File: src/rtl/sedfd_loop.sv
module sedfd_loop #(
  parameter int CODE_W = 8,
  parameter int CNT_W  = 12
) (
  input  logic              clk,
  input  logic              rst_n,
  input  logic              ref_in,
  output logic [1:0]        mode_o,
  output logic [CODE_W-1:0] code_o,
  output logic              freq_lock_o,
  output logic [3:0]        samp_o
);

  localparam logic [1:0] M_HOLD = 2'b00;
  localparam logic [1:0] M_UP   = 2'b01;
  localparam logic [1:0] M_DN   = 2'b10;
  localparam logic [CODE_W-1:0] CODE_MAX = '1;
  localparam logic [CODE_W-1:0] CODE_MID = {1'b1, {(CODE_W-1){1'b0}}};
  localparam logic [CNT_W-1:0]  CNT_MAX  = '1;

  logic r_s1, r_s2, f_s1, f_s2;
  logic half, have_word, prev_ok, vld;
  logic [1:0] first_pair;
  logic [3:0] s_cur, s_prev;
  logic [1:0] mode, mode_n;
  logic [CODE_W-1:0] code;
  logic [CNT_W-1:0]  cnt;

  always_ff @(posedge clk or negedge rst_n)
    if (!rst_n) begin
      r_s1 <= 1'b0;
      r_s2 <= 1'b0;
    end else begin
      r_s1 <= ref_in;
      r_s2 <= r_s1;
    end

  always_ff @(negedge clk or negedge rst_n)
    if (!rst_n) begin
      f_s1 <= 1'b0;
      f_s2 <= 1'b0;
    end else begin
      f_s1 <= ref_in;
      f_s2 <= f_s1;
    end

  always_ff @(posedge clk or negedge rst_n)
    if (!rst_n) begin
      half       <= 1'b0;
      first_pair <= 2'b00;
      s_cur      <= 4'b0000;
      s_prev     <= 4'b0000;
      have_word  <= 1'b0;
      prev_ok    <= 1'b0;
      vld        <= 1'b0;
    end else begin
      half <= ~half;
      vld  <= half;
      if (!half) first_pair <= {r_s2, f_s2};
      else begin
        s_cur     <= {first_pair, r_s2, f_s2};
        s_prev    <= s_cur;
        have_word <= 1'b1;
        prev_ok   <= have_word;
      end
    end

  wire [3:0] rot_l  = {s_prev[2:0], s_prev[3]};
  wire [3:0] rot_r  = {s_prev[0], s_prev[3:1]};
  wire lock_pat     = (s_cur == 4'b0011) || (s_cur == 4'b0110) ||
                      (s_cur == 4'b1100) || (s_cur == 4'b1001);
  wire same         = (s_cur == s_prev);
  wire go_up        = prev_ok && !same && (s_cur == rot_l) && (rot_l != rot_r);
  wire go_dn        = prev_ok && !same && (s_cur == rot_r) && (rot_l != rot_r);
  wire stable       = prev_ok && same && lock_pat;
  wire locked       = (cnt == CNT_MAX);

  assign mode_n = go_up ? M_UP : (go_dn ? M_DN : mode);

  always_ff @(posedge clk or negedge rst_n)
    if (!rst_n) begin
      mode <= M_HOLD;
      code <= CODE_MID;
      cnt  <= '0;
    end else if (vld && !locked) begin
      mode <= mode_n;
      if (stable) cnt <= cnt + 1'b1;
      else begin
        cnt <= '0;
        if (mode_n == M_UP && code != CODE_MAX) code <= code + 1'b1;
        else if (mode_n == M_DN && code != '0) code <= code - 1'b1;
      end
    end

  assign mode_o      = mode;
  assign code_o      = code;
  assign freq_lock_o = locked;
  assign samp_o      = s_cur;

endmodule

File: config.mk
export PLATFORM = sky130hd
export DESIGN_NAME = sedfd_loop
export DESIGN_NICKNAME = d
export VERILOG_FILES = /design/src/rtl/sedfd_loop.sv
export SDC_FILE = /design/constraint.sdc
export NUM_CORES = 1
export LEC_CHECK = 0
export BUFFER_PORTS_ARGS = -buffer_cell sky130_fd_sc_hd__buf_2
export CAP_MARGIN = 20
export CORE_ASPECT_RATIO = 0.6
export CORE_UTILIZATION = 31
export DETAILED_ROUTE_END_ITERATION = 8
export RECOVER_POWER = 25
export SLEW_MARGIN = 5
export SYNTH_ARGS = -nofsm -noshare
export SYNTH_HDL_FRONTEND = slang
export SYNTH_SLANG_ARGS = --single-unit
File: constraint.sdc
create_clock -name clk -period 2.97 [get_ports clk]
set_clock_uncertainty 0.1 [all_clocks]
set_input_delay 0.4455 -clock clk [delete_from_list [all_inputs] [get_ports clk]]
set_output_delay 0.4455 -clock clk [all_outputs]
set_load 0.1 [all_outputs]
# [Word-level counts from Yosys, hierarchy flattened]
# Index checks and enable logic that the tools add are counted.
[totals] word_cells=54 inputBits=3 reg_bits=40 output_inout_bits=15
[classes] bitwise_logic=2 eq_ne=12 reduce_logical=18 addsub=3 n_mux=5
[op_table] cell="2-to-1 mux 8 bit" count=2
[op_table] cell="adder 12 x 1 -> 12 bit, second input constant" count=1
[op_table] cell="equality test 12 bit, second input constant" count=1
[op_table] cell="equality test 4 bit" count=3
[op_table] cell="2-to-1 mux 12 bit" count=1
[op_table] cell="logical AND 1 bit" count=10
[op_table] cell="adder 8 x 1 -> 8 bit, second input constant" count=1
[op_table] cell="equality test 4 bit, second input constant" count=2
[op_table] cell="inequality test 8 bit, second input constant" count=1
[op_table] cell="nonzero test 8 bit" count=1
[op_table] cell="subtractor 8 x 1 -> 8 bit, second input constant" count=1
[op_table] cell="equality test 4 x 2 -> 1 bit, second input constant" count=1
[op_table] cell="equality test 4 x 3 -> 1 bit, second input constant" count=1
[op_table] cell="2-to-1 mux 2 bit" count=2
[op_table] cell="inequality test 4 bit" count=1
[op_table] cell="logical OR 1 bit" count=3
[op_table] cell="AND reduction 3 bit" count=1
[op_table] cell="equality test 2 x 1 -> 1 bit, second input constant" count=1
[op_table] cell="equality test 2 bit, second input constant" count=1
[op_table] cell="logical NOT 1 bit" count=2
[op_table] cell="NOT 1 bit" count=2
[op_table] cell="nonzero test 2 bit" count=1

# [Logic depth before layout (Yosys ltp)]
# Gate-level depths: netlist (run 1).
[logic_depth] word_depth=11 mapped_depth=13 mapped_depth_nobuf=12

==> results of run 1 <==
-- routing by layer --
metal,GRT usage [%],wire length (um),vias to the layer above
met5,0,0,-
met4,5.00,51,0
met3,3.77,133,5
met2,17.2,1740,18
met1,18.3,2430,735
li1,-,-,765
-- sequential cells by signal (all words and copies together) (netlist names) --
signal      count
r_s2            1
first_pair      2
have_word       1
mode_o          2
vld             1
f_s1            1
half            1
cnt            12
r_s1            1
code_o          8
samp_o          4
s_prev          4
f_s2            1
prev_ok         1
-- cell usage in the layout (no fill, tap or decap), types with 4 or more instances in the layout --
master,synthesis,routed
mux2_4,6,6
dfrtp_2,0,7
nand3_1,9,9
xor2_1,16,15
inv_1,7,6
nand2_1,10,10
nor3_1,4,4
mux2_2,7,7
buf_4,2,13
o21ai_1,3,5
xnor2_1,12,12
ha_1,7,5
nor2_1,17,17
buf_2,3,16
o21ai_0,11,9
dfrtp_4,0,4
dfrtp_1,37,26
clkbuf_16,0,5
-- worst register-to-register path, cell delays in order (launching register included) --
cell and delay [ns]:
dfrtp_4 0.52, xor2_2 0.19, nor4_2 0.35, and3_4 0.27, o22ai_4 0.08, inv_4 0.10, buf_6 0.11, ha_4 0.21
a21o_1 0.19, a21oi_2 0.13, o21bai_1 0.07, a21oi_1 0.15, xnor2_1 0.09, mux2_4 0.25
-- metrics by stage --
stage          total power [W]  area [um2]  hold WS (ns)  setup TNS (ns)
4_1_cts                0.00274        2590         0.173               0
3_3_place_gp           0.00210        2410         0.194               0
5_1_grt                0.00295        2680         0.174          -0.111
2_1_floorplan          0.00186        2260        0.0499          -0.189
3_5_place_dp           0.00210        2410         0.195               0
6_report               0.00280        2680         0.184               0
-- timing repair --
item,4_1_cts,5_1_grt
endpoints found under the hold margin,5,0
resized for setup,0,9
hold buffers,1,0
endpoints found under the setup margin,0,3
setup buffers,0,7
-- cells in the mapped netlist, types with 3 or more instances --
master | instances | area (um2)
o21ai_1 | 3 | 15.0
and3_1 | 3 | 18.8
o21ai_0 | 11 | 55.1
buf_6 | 5 | 56.3
nand2b_1 | 3 | 18.8
nor2_1 | 17 | 63.8
nor3_1 | 4 | 20.0
ha_1 | 7 | 87.6
xnor2_1 | 12 | 105
mux2_4 | 6 | 90.1
buf_2 | 3 | 15.0
inv_1 | 7 | 26.3
a21oi_1 | 4 | 20.0
mux2_2 | 7 | 78.8
nand4_1 | 3 | 18.8
xor2_1 | 16 | 140
nand3_1 | 9 | 45.0
dfrtp_1 | 37 | 926
nor4_1 | 3 | 18.8
clkbuf_1 | 3 | 11.3
nand2_1 | 10 | 37.5
-- layout make-up --
type                    instances  area, um2  share of cell area, %
multi-input cells             145       1140                   42.5
flip-flops and latches         40       1030                   38.3
repair buffers                 33        208                   7.76
clock buffers                   5        125                   4.68
well taps                      87        109                   4.07
clock inverters                 3       42.5                   1.59
inverters                       7       28.8                   1.08
-- report_power, final --
part	internal [W]	leakage, nW	switching [W]
clock	0.000395	0.0798	0.000218
sequential	0.000639	0.478	0.000125
combinational	0.000500	0.583	0.000926
total	0.00153	1.14	0.00127
-- cells by family (layout without fill, tap and decap cells) --
group / count (synthesis) / count (layout) / synth area share, %
AO/OA/AOI/OAI: 34 / 34 / 10.0
flip-flops: 40 / 40 / 45.5
XOR/XNOR: 29 / 29 / 11.9
AND/OR/NAND/NOR: 61 / 61 / 14.4
buffers and inverters: 20 / 48 / 5.63
multiplexers: 13 / 13 / 7.68
adder cells (fa/ha/maj): 8 / 8 / 4.89
-- final timing paths --
| check | startpoint | end | slack, ns |
|---|---|---|---|
| min in group asynchronous | rst_n | r_s1 | 0.57 |
| max | samp_o[1] | code_o[6] | 0.05 |
| min | ref_in | r_s1 | 0.18 |
| max in group asynchronous | rst_n | f_s2 | 0.45 |
| max reg2reg | samp_o[1] | code_o[6] | 0.05 |
| min reg2reg | f_s1 | f_s2 | 0.20 |
==> report_table.html, run 1 <==
<table>
<tr><th>Metric</th><th>Value</th></tr>
<tr><th colspan="2">CTS</th></tr>
<tr><td>Clock Path Buffers</td><td>2</td></tr>
<tr><td>Reg clk slew, reported paths</td><td>0.06 ns</td></tr>
<tr><td>Clock network latency to the later pin of the worst-skew pair</td><td>0.30 ns</td></tr>
<tr><td># clock sinks</td><td>40</td></tr>
<tr><td>Cts bufs inserted</td><td>5</td></tr>
<tr><td>Root buf cell</td><td>clkbuf_16</td></tr>
<tr><td>H-tree level count</td><td>2</td></tr>
<tr><td>Clock tree from TritonCTS</td><td>done</td></tr>
<tr><th colspan="2">Status</th></tr>
<tr><td>Status</td><td>finished, final reports clean</td></tr>
<tr><th colspan="2">Routing</th></tr>
<tr><td>Total wire length after detailed routing</td><td>4350 um</td></tr>
<tr><td>Routed vias/inst</td><td>4.76</td></tr>
<tr><td>Routed Antenna Nets</td><td>0</td></tr>
<tr><td>Via count</td><td>1523</td></tr>
<tr><td>Final routed DRC violation total</td><td>0</td></tr>
<tr><td>DR iter-0 viols</td><td>60</td></tr>
<tr><td>Number of detailed-route iterations in the first pass</td><td>4</td></tr>
<tr><td>Wire length per cell</td><td>13.6 um</td></tr>
<tr><th colspan="2">STA</th></tr>
<tr><td>Final critical path time including I/O delays and setup</td><td>2.92 ns</td></tr>
<tr><td>Unrepaired setup endpoints after global routing</td><td>true</td></tr>
<tr><td>Final-report setup violation count</td><td>0</td></tr>
<tr><td>Final Hold Fails</td><td>0</td></tr>
<tr><td>Max-slew violation total from the final report</td><td>0</td></tr>
<tr><td>Max-Slew Margin vs Limit</td><td>43.1%</td></tr>
<tr><td>Worst-margin pin slew</td><td>0.853 ns</td></tr>
<tr><td>Fmax achieved</td><td>343 MHz</td></tr>
<tr><td>Fin crit share</td><td>98.3%</td></tr>
<tr><td>Min setup slack post-route</td><td>0.0506 ns</td></tr>
<tr><th colspan="2">Yosys</th></tr>
<tr><td>Post-synthesis cell count</td><td>205</td></tr>
<tr><td>Share of flip-flops with an asynchronous set or reset</td><td>100%</td></tr>
<tr><td>Post-synthesis instance area</td><td>2200 um2</td></tr>
<tr><td>Number of flops mapped to enable cells by yosys</td><td>0</td></tr>
<tr><td>Main flop type after synthesis</td><td>dfrtp_1</td></tr>
<tr><td>Flip-flop and latch count after synthesis</td><td>40</td></tr>
<tr><td>YS warnings</td><td>0</td></tr>
<tr><td>Seq/Total Area, Yosys</td><td>45.5%</td></tr>
<tr><td>Mapped Avg Cell Area</td><td>10.7 um2</td></tr>
<tr><td>Mapped Nets</td><td>216</td></tr>
<tr><td>Cell variety after synth</td><td>49</td></tr>
<tr><th colspan="2">Cells and area</th></tr>
<tr><td>Number of cells in the finished layout apart from fillers</td><td>320</td></tr>
<tr><td>Number of antenna repair diodes</td><td>0</td></tr>
<tr><td>Fraction of final layout cells with drive strength greater than 1</td><td>33.9%</td></tr>
<tr><td>Share of the core filled with cells</td><td>39.6%</td></tr>
<tr><td>P&amp;R area growth vs syn</td><td>21.6%</td></tr>
<tr><td>Number of filler cells placed in the layout</td><td>657</td></tr>
<tr><td>Net total in the final layout</td><td>243</td></tr>
<tr><th colspan="2">Placed design</th></tr>
<tr><td>Total of buffers placed on input and output ports</td><td>17</td></tr>
<tr><td>Placer congestion estimate</td><td>0.760</td></tr>
<tr><td>Inst Count DP</td><td>304</td></tr>
<tr><td>Dpl hpwl</td><td>3030 um</td></tr>
<tr><td>Place WS</td><td>0.0491 ns</td></tr>
<tr><th colspan="2">Worst setup path</th></tr>
<tr><td>Category of the most critical setup path</td><td>flip-flop to flip-flop</td></tr>
<tr><td>Crit-path max cell delay</td><td>0.52 ns</td></tr>
<tr><td>Sum of buffers and inverters on the critical path</td><td>2</td></tr>
<tr><td>Type of element launching the critical path</td><td>flip-flop</td></tr>
<tr><td>Number of cells on the critical path</td><td>13</td></tr>
<tr><td>Data arrival, critical path</td><td>2.99 ns</td></tr>
<tr><td>CP max stage cell</td><td>dfrtp_4</td></tr>
<tr><td>Worst reg-to-reg path cell count</td><td>13</td></tr>
<tr><td>Req. time, crit path</td><td>3.04 ns</td></tr>
<tr><td>Critical path fanouts, max</td><td>5</td></tr>
<tr><td>Capturing element type of the critical path</td><td>flip-flop</td></tr>
<tr><td>Worst path top cell family by delay</td><td>simple AND/OR/NAND/NOR gates</td></tr>
<tr><td>Cells along the critical path</td><td>xor2_2 &gt; nor4_2 &gt; and3_4 &gt; o22ai_4 &gt; inv_4 &gt; buf_6 &gt; ha_4 &gt; a21o_1 &gt; a21oi_2 &gt; o21bai_1 &gt; a21oi_1 &gt; xnor2_1 &gt; mux2_4</td></tr>
<tr><th colspan="2">GRT</th></tr>
<tr><td>Antenna violations before repair</td><td>0</td></tr>
<tr><td>Total global routing overflow</td><td>0</td></tr>
<tr><td>Total routing usage reported by global routing</td><td>12.6%</td></tr>
<tr><td>Via count of the first global-routing pass</td><td>1408</td></tr>
<tr><td>Maximum number of pins on one net before global-route repair</td><td>34</td></tr>
<tr><td>Global-route wire length before repair</td><td>7160 um</td></tr>
<tr><th colspan="2">Job</th></tr>
<tr><td>Max_cap viols</td><td>0</td></tr>
<tr><th colspan="2">Die</th></tr>
<tr><td>Chip Height</td><td>67.3 um</td></tr>
<tr><td>Horiz. Die Dim</td><td>111 um</td></tr>
<tr><td>Core Rows</td><td>23</td></tr>
<tr><td>Initial Util</td><td>32.5%</td></tr>
<tr><td>Number of I/O pins</td><td>18</td></tr>
<tr><td>Area of the core</td><td>6760 um2</td></tr>
<tr><td>Die Area</td><td>7450 um2</td></tr>
<tr><th colspan="2">Worst hold path</th></tr>
<tr><td>Hold Crit Depth</td><td>1</td></tr>
<tr><td>Worst hold-check path type</td><td>primary input to flip-flop</td></tr>
<tr><th colspan="2">Pwr</th></tr>
<tr><td>Leak Pwr</td><td>1.14 nW</td></tr>
<tr><td>IR Drop Worst-Case VDD</td><td>1.03 mV</td></tr>
<tr><td>Pwr/cell area</td><td>1050 nW/um2</td></tr>
</table>
Note: power is estimated with default switching activity, not from simulation.
==> run 2: changes to the inputs <==
- ABC_AREA: unset -> 1
==> report_table.html, run 2 <==
<table>
<tr><th>Metric</th><th>Value</th></tr>
<tr><th colspan="2">STA</th></tr>
<tr><td>Worst-margin pin slew</td><td>0.801 ns (-0.0521 ns)</td></tr>
<tr><td>Final critical path time including I/O delays and setup</td><td>2.80 ns (-0.121 ns)</td></tr>
<tr><td>Final Hold Fails</td><td>0 (unchanged)</td></tr>
<tr><td>Max-slew violation total from the final report</td><td>0 (unchanged)</td></tr>
<tr><td>Fin crit share</td><td>94.2% (-4.1 points)</td></tr>
<tr><td>Max-Slew Margin vs Limit</td><td>46.6% (+3.5 points)</td></tr>
<tr><td>Min setup slack post-route</td><td>0.172 ns (+0.121 ns)</td></tr>
<tr><td>Fmax achieved</td><td>357 MHz (+4.3%)</td></tr>
<tr><td>Final-report setup violation count</td><td>0 (unchanged)</td></tr>
<tr><td>Tightest hold margin</td><td>0.184 ns (+0.0000730 ns)</td></tr>
<tr><th colspan="2">Pwr</th></tr>
<tr><td>Power Internal</td><td>0.00155 W (+1.1%)</td></tr>
<tr><td>Total power</td><td>0.00295 W (+5.1%)</td></tr>
<tr><td>Fraction of power consumed by sequential logic</td><td>25.3% (-2.0 points)</td></tr>
<tr><td>IR Drop Worst-Case VDD</td><td>0.277 mV (-73%)</td></tr>
<tr><td>Leak Pwr</td><td>1.33 nW (+17%)</td></tr>
<tr><td>Power share of the clock group</td><td>21.9% (about the same)</td></tr>
<tr><td>Switching fraction of total power</td><td>47.3% (+2.1 points)</td></tr>
<tr><td>Net Sw Power</td><td>0.00140 W (+9.9%)</td></tr>
<tr><td>Pwr/cell area</td><td>1040 nW/um2 (-1.1%)</td></tr>
<tr><td>Relative contribution of combinational cells to total power</td><td>52.8% (+1.9 points)</td></tr>
<tr><th colspan="2">Die</th></tr>
<tr><td>Horiz. Die Dim</td><td>113 um (+1.8%)</td></tr>
<tr><td>Area of the core</td><td>6880 um2 (+1.7%)</td></tr>
<tr><td>Initial Util</td><td>33.2% (+0.62 points)</td></tr>
<tr><td>Core Rows</td><td>23 (unchanged)</td></tr>
<tr><td>Chip Height</td><td>68.4 um (+1.8%)</td></tr>
<tr><td>Die Area</td><td>7720 um2 (+3.6%)</td></tr>
<tr><td>Number of I/O pins</td><td>18 (unchanged)</td></tr>
<tr><th colspan="2">Worst hold path</th></tr>
<tr><td>Worst hold-check path type</td><td>primary input to flip-flop</td></tr>
<tr><th colspan="2">CTS</th></tr>
<tr><td>Clock network latency to the later pin of the worst-skew pair</td><td>0.30 ns (about the same)</td></tr>
<tr><td>Clock Path Buffers</td><td>2 (unchanged)</td></tr>
<tr><td>Clock tree from TritonCTS</td><td>done</td></tr>
<tr><td># clock sinks</td><td>40 (unchanged)</td></tr>
<tr><td>Cts bufs inserted</td><td>5 (unchanged)</td></tr>
<tr><td>H-tree level count</td><td>2 (unchanged)</td></tr>
<tr><td>Reg clk slew, reported paths</td><td>0.06 ns (about the same)</td></tr>
<tr><td>Root buf cell</td><td>clkbuf_16</td></tr>
<tr><th colspan="2">Routing</th></tr>
<tr><td>Routed Antenna Nets</td><td>0 (unchanged)</td></tr>
<tr><td>Total wire length after detailed routing</td><td>5130 um (+18%)</td></tr>
<tr><td>Wire length on met1</td><td>2840 um (+17%)</td></tr>
<tr><td>Number of detailed-route iterations in the first pass</td><td>4 (unchanged)</td></tr>
<tr><td>Wire length per cell</td><td>12.9 um (-5.5%)</td></tr>
<tr><td>Total met2 wirelength after detailed routing</td><td>1950 um (+12%)</td></tr>
<tr><td>Top routing layer used</td><td>met4</td></tr>
<tr><td>Routed vias/inst</td><td>4.73 (-0.53%)</td></tr>
<tr><td>Met3 Routed Length</td><td>335 um (+150%)</td></tr>
<tr><td>Final routed DRC violation total</td><td>0 (unchanged)</td></tr>
<tr><td>DR iter-0 viols</td><td>88 (+47%)</td></tr>
<tr><td>Via count</td><td>1889 (+24%)</td></tr>
<tr><th colspan="2">GRT</th></tr>
<tr><td>Via count of the first global-routing pass</td><td>1770 (+26%)</td></tr>
<tr><td>Global-route wire length before repair</td><td>8620 um (+20%)</td></tr>
<tr><td>Antenna violations before repair</td><td>0 (unchanged)</td></tr>
<tr><td>Maximum number of pins on one net before global-route repair</td><td>33 (-2.9%)</td></tr>
<tr><td>Total routing usage reported by global routing</td><td>14.8% (+2.2 points)</td></tr>
<tr><td>Total global routing overflow</td><td>0 (unchanged)</td></tr>
<tr><th colspan="2">Yosys</th></tr>
<tr><td>Post-synth top cells</td><td>nand2_1 (78), dfrtp_1 (37), inv_1 (32)</td></tr>
<tr><td>Seq/Total Area, Yosys</td><td>43.9% (-1.6 points)</td></tr>
<tr><td>Library cell occupying the most area in the post-synthesis netlist</td><td>dfrtp_1</td></tr>
<tr><td>Flip-flop and latch count after synthesis</td><td>40 (unchanged)</td></tr>
<tr><td>YS warnings</td><td>0 (unchanged)</td></tr>
<tr><td>Cell variety after synth</td><td>37 (-24%)</td></tr>
<tr><td>Cells taking the most area after synthesis</td><td>dfrtp_1 (41%), nand2_1 (13%), inv_1 (5.3%)</td></tr>
<tr><td>Number of flops mapped to enable cells by yosys</td><td>0 (unchanged)</td></tr>
<tr><td>Mapped Avg Cell Area</td><td>8.09 um2 (-25%)</td></tr>
<tr><td>Post-synthesis instance area</td><td>2280 um2 (+3.6%)</td></tr>
<tr><td>Share of flip-flops with an asynchronous set or reset</td><td>100% (unchanged)</td></tr>
<tr><td>Synth top area share</td><td>40.6% (-1.5 points)</td></tr>
<tr><td>Most repeated cell in the gate-level netlist after synthesis</td><td>nand2_1</td></tr>
<tr><td>Mapped Nets</td><td>293 (+36%)</td></tr>
<tr><td>Post-synthesis cell count</td><td>282 (+38%)</td></tr>
<tr><td>Main flop type after synthesis</td><td>dfrtp_1</td></tr>
<tr><th colspan="2">Cells and area</th></tr>
<tr><td>Fraction of final layout cells with drive strength greater than 1</td><td>28.2% (-5.7 points)</td></tr>
<tr><td>Most frequent standard cell in the layout excluding fill and tap cells</td><td>nand2_1</td></tr>
<tr><td>Most frequent cells in the layout</td><td>nand2_1 (77), inv_1 (29), dfrtp_1 (28)</td></tr>
<tr><td>Number of antenna repair diodes</td><td>0 (unchanged)</td></tr>
<tr><td>P&amp;R area growth vs syn</td><td>24.7%</td></tr>
<tr><td>Number of filler cells placed in the layout</td><td>662 (+0.76%)</td></tr>
<tr><td>Max FFs per register</td><td>12 (unchanged)</td></tr>
<tr><td>Final design instance area without fill</td><td>2840 um2 (+6.3%)</td></tr>
<tr><td>Share of the core filled with cells</td><td>41.3% (+1.8 points)</td></tr>
<tr><td>Net total in the final layout</td><td>322 (+33%)</td></tr>
<tr><td>Register with the most flip-flops</td><td>cnt</td></tr>
<tr><th colspan="2">Worst setup path</th></tr>
<tr><td>Type of element launching the critical path</td><td>flip-flop</td></tr>
<tr><td>Category of the most critical setup path</td><td>flip-flop to flip-flop</td></tr>
<tr><td>Capturing element type of the critical path</td><td>flip-flop</td></tr>
<tr><td>Req. time, crit path</td><td>3.04 ns (about the same)</td></tr>
<tr><td>Critical path fanouts, max</td><td>7 (+2)</td></tr>
<tr><td>Data arrival, critical path</td><td>2.87 ns (-0.12 ns)</td></tr>
<tr><th colspan="2">Placed design</th></tr>
<tr><td>Dpl hpwl</td><td>3770 um (+24%)</td></tr>
<tr><td>Total of buffers placed on input and output ports</td><td>17 (unchanged)</td></tr>
<tr><td>Placer congestion estimate</td><td>0.917 (+21%)</td></tr>
<tr><td>Place WS</td><td>0.0351 ns (-0.0140 ns)</td></tr>
<tr><td>Dpl cell area</td><td>2500 um2 (+3.7%)</td></tr>
<tr><th colspan="2">Status</th></tr>
<tr><td>Status</td><td>finished, final reports clean</td></tr>
<tr><th colspan="2">Job</th></tr>
<tr><td>Max_cap viols</td><td>0 (unchanged)</td></tr>
</table>
==> run 2: cell count changes after synthesis, sizes merged, moves of 3 or more <==
cell    before  now
nand2       10   85
inv          7   36
o21ai       14   29
mux2        13    0
nor2        18   28
xnor2       13    3
buf         10    1
a21oi        4   12
xor2        16    8
and3         3    0
nand2b       3    0
nand4        4    7
==> run 2: worst paths after layout <==
| kind | startpoint | to | slack (ns) | depth (start not counted) |
|---|---|---|---|---|
| min in group asynchronous | rst_n | cnt[4] | 0.58 | 2 |
| setup / recovery | samp_o[0] | code_o[5] | 0.17 | 18 |
| hold / removal | ref_in | r_s1 | 0.18 | 1 |
| hold reg to reg | f_s1 | f_s2 | 0.20 | 0 |
| max in group asynchronous | rst_n | f_s2 | 0.43 | 2 |
| setup reg to reg | samp_o[0] | code_o[5] | 0.17 | 18 |
==> run 2: worst max-delay path, stage by stage (launching register included) <==
cell     delay (ns)
dfrtp_4        0.53
inv_4          0.09
nand2_1        0.05
nand2_1        0.08
nor2_2         0.04
nand2_2        0.09
nand2_4        0.08
nor2_4         0.13
nand2_4        0.08
o21ai_4        0.08
nand3_4        0.16
ha_4           0.30
a21o_1         0.20
a31oi_4        0.17
inv_2          0.07
a21oi_2        0.11
o21ai_1        0.08
xnor2_1        0.18
o21ai_2        0.06
==> run 2: logic make-up (layout without fill, tap and decap cells) <==
logic type,after synthesis,count (layout),share of synthesized area [%]
DFF,40,40,43.9
adders and majority gates,8,8,4.72
xor gates and xnor gates,11,11,4.22
buffers and inverters,39,69,6.75
and+or+nand+nor,136,136,27.8
AOI/OAI and AO/OA,48,48,12.6
==> run 2: per-stage QoR <==
step           TNS, ns  cells
2_1_floorplan        0    282
5_1_grt        -0.0909    399
3_5_place_dp         0    386
3_3_place_gp         0    386
6_report             0    399
4_1_cts              0    395
==> run 2: layout make-up <==
class	count	area, um2	area share, %
Clock buffer	6	139	4.88
Clock inverter	2	38.8	1.36
Inverter	36	143	5.02
Multi-Input combinational cell	203	1240	43.7
Sequential cell	40	1020	36.0
Tap cell	87	109	3.83
Timing Repair Buffer	25	148	5.19
==> run 2: routing by layer <==
layer  GRT usage [%]  up-vias
li1                -      972
met1            22.1      875
met2            21.0       40
met3            3.81        2
met4            3.50        0
met5               0        -
==> run 2: power groups by stage <==
| stage | clock network [W] | registers, W | logic, W |
|---|---|---|---|
| final | 0.000647 | 0.000745 | 0.00155 |
| after global routing | 0.000682 | 0.000760 | 0.00168 |
| after CTS | 0.000660 | 0.000727 | 0.00131 |
| after detailed placement | 0 | 0.000737 | 0.00130 |
| after global placement | 0 | 0.000739 | 0.00129 |
| after floorplan | 0 | 0.00121 | 0.000590 |
==> run 2: repair_timing <==
item                                    CTS  global route
endpoints found under the hold margin     6             0
setup buffers                             0             4
resized for setup                         0            28
hold buffers                              1             0
endpoints found under the setup margin    0             3
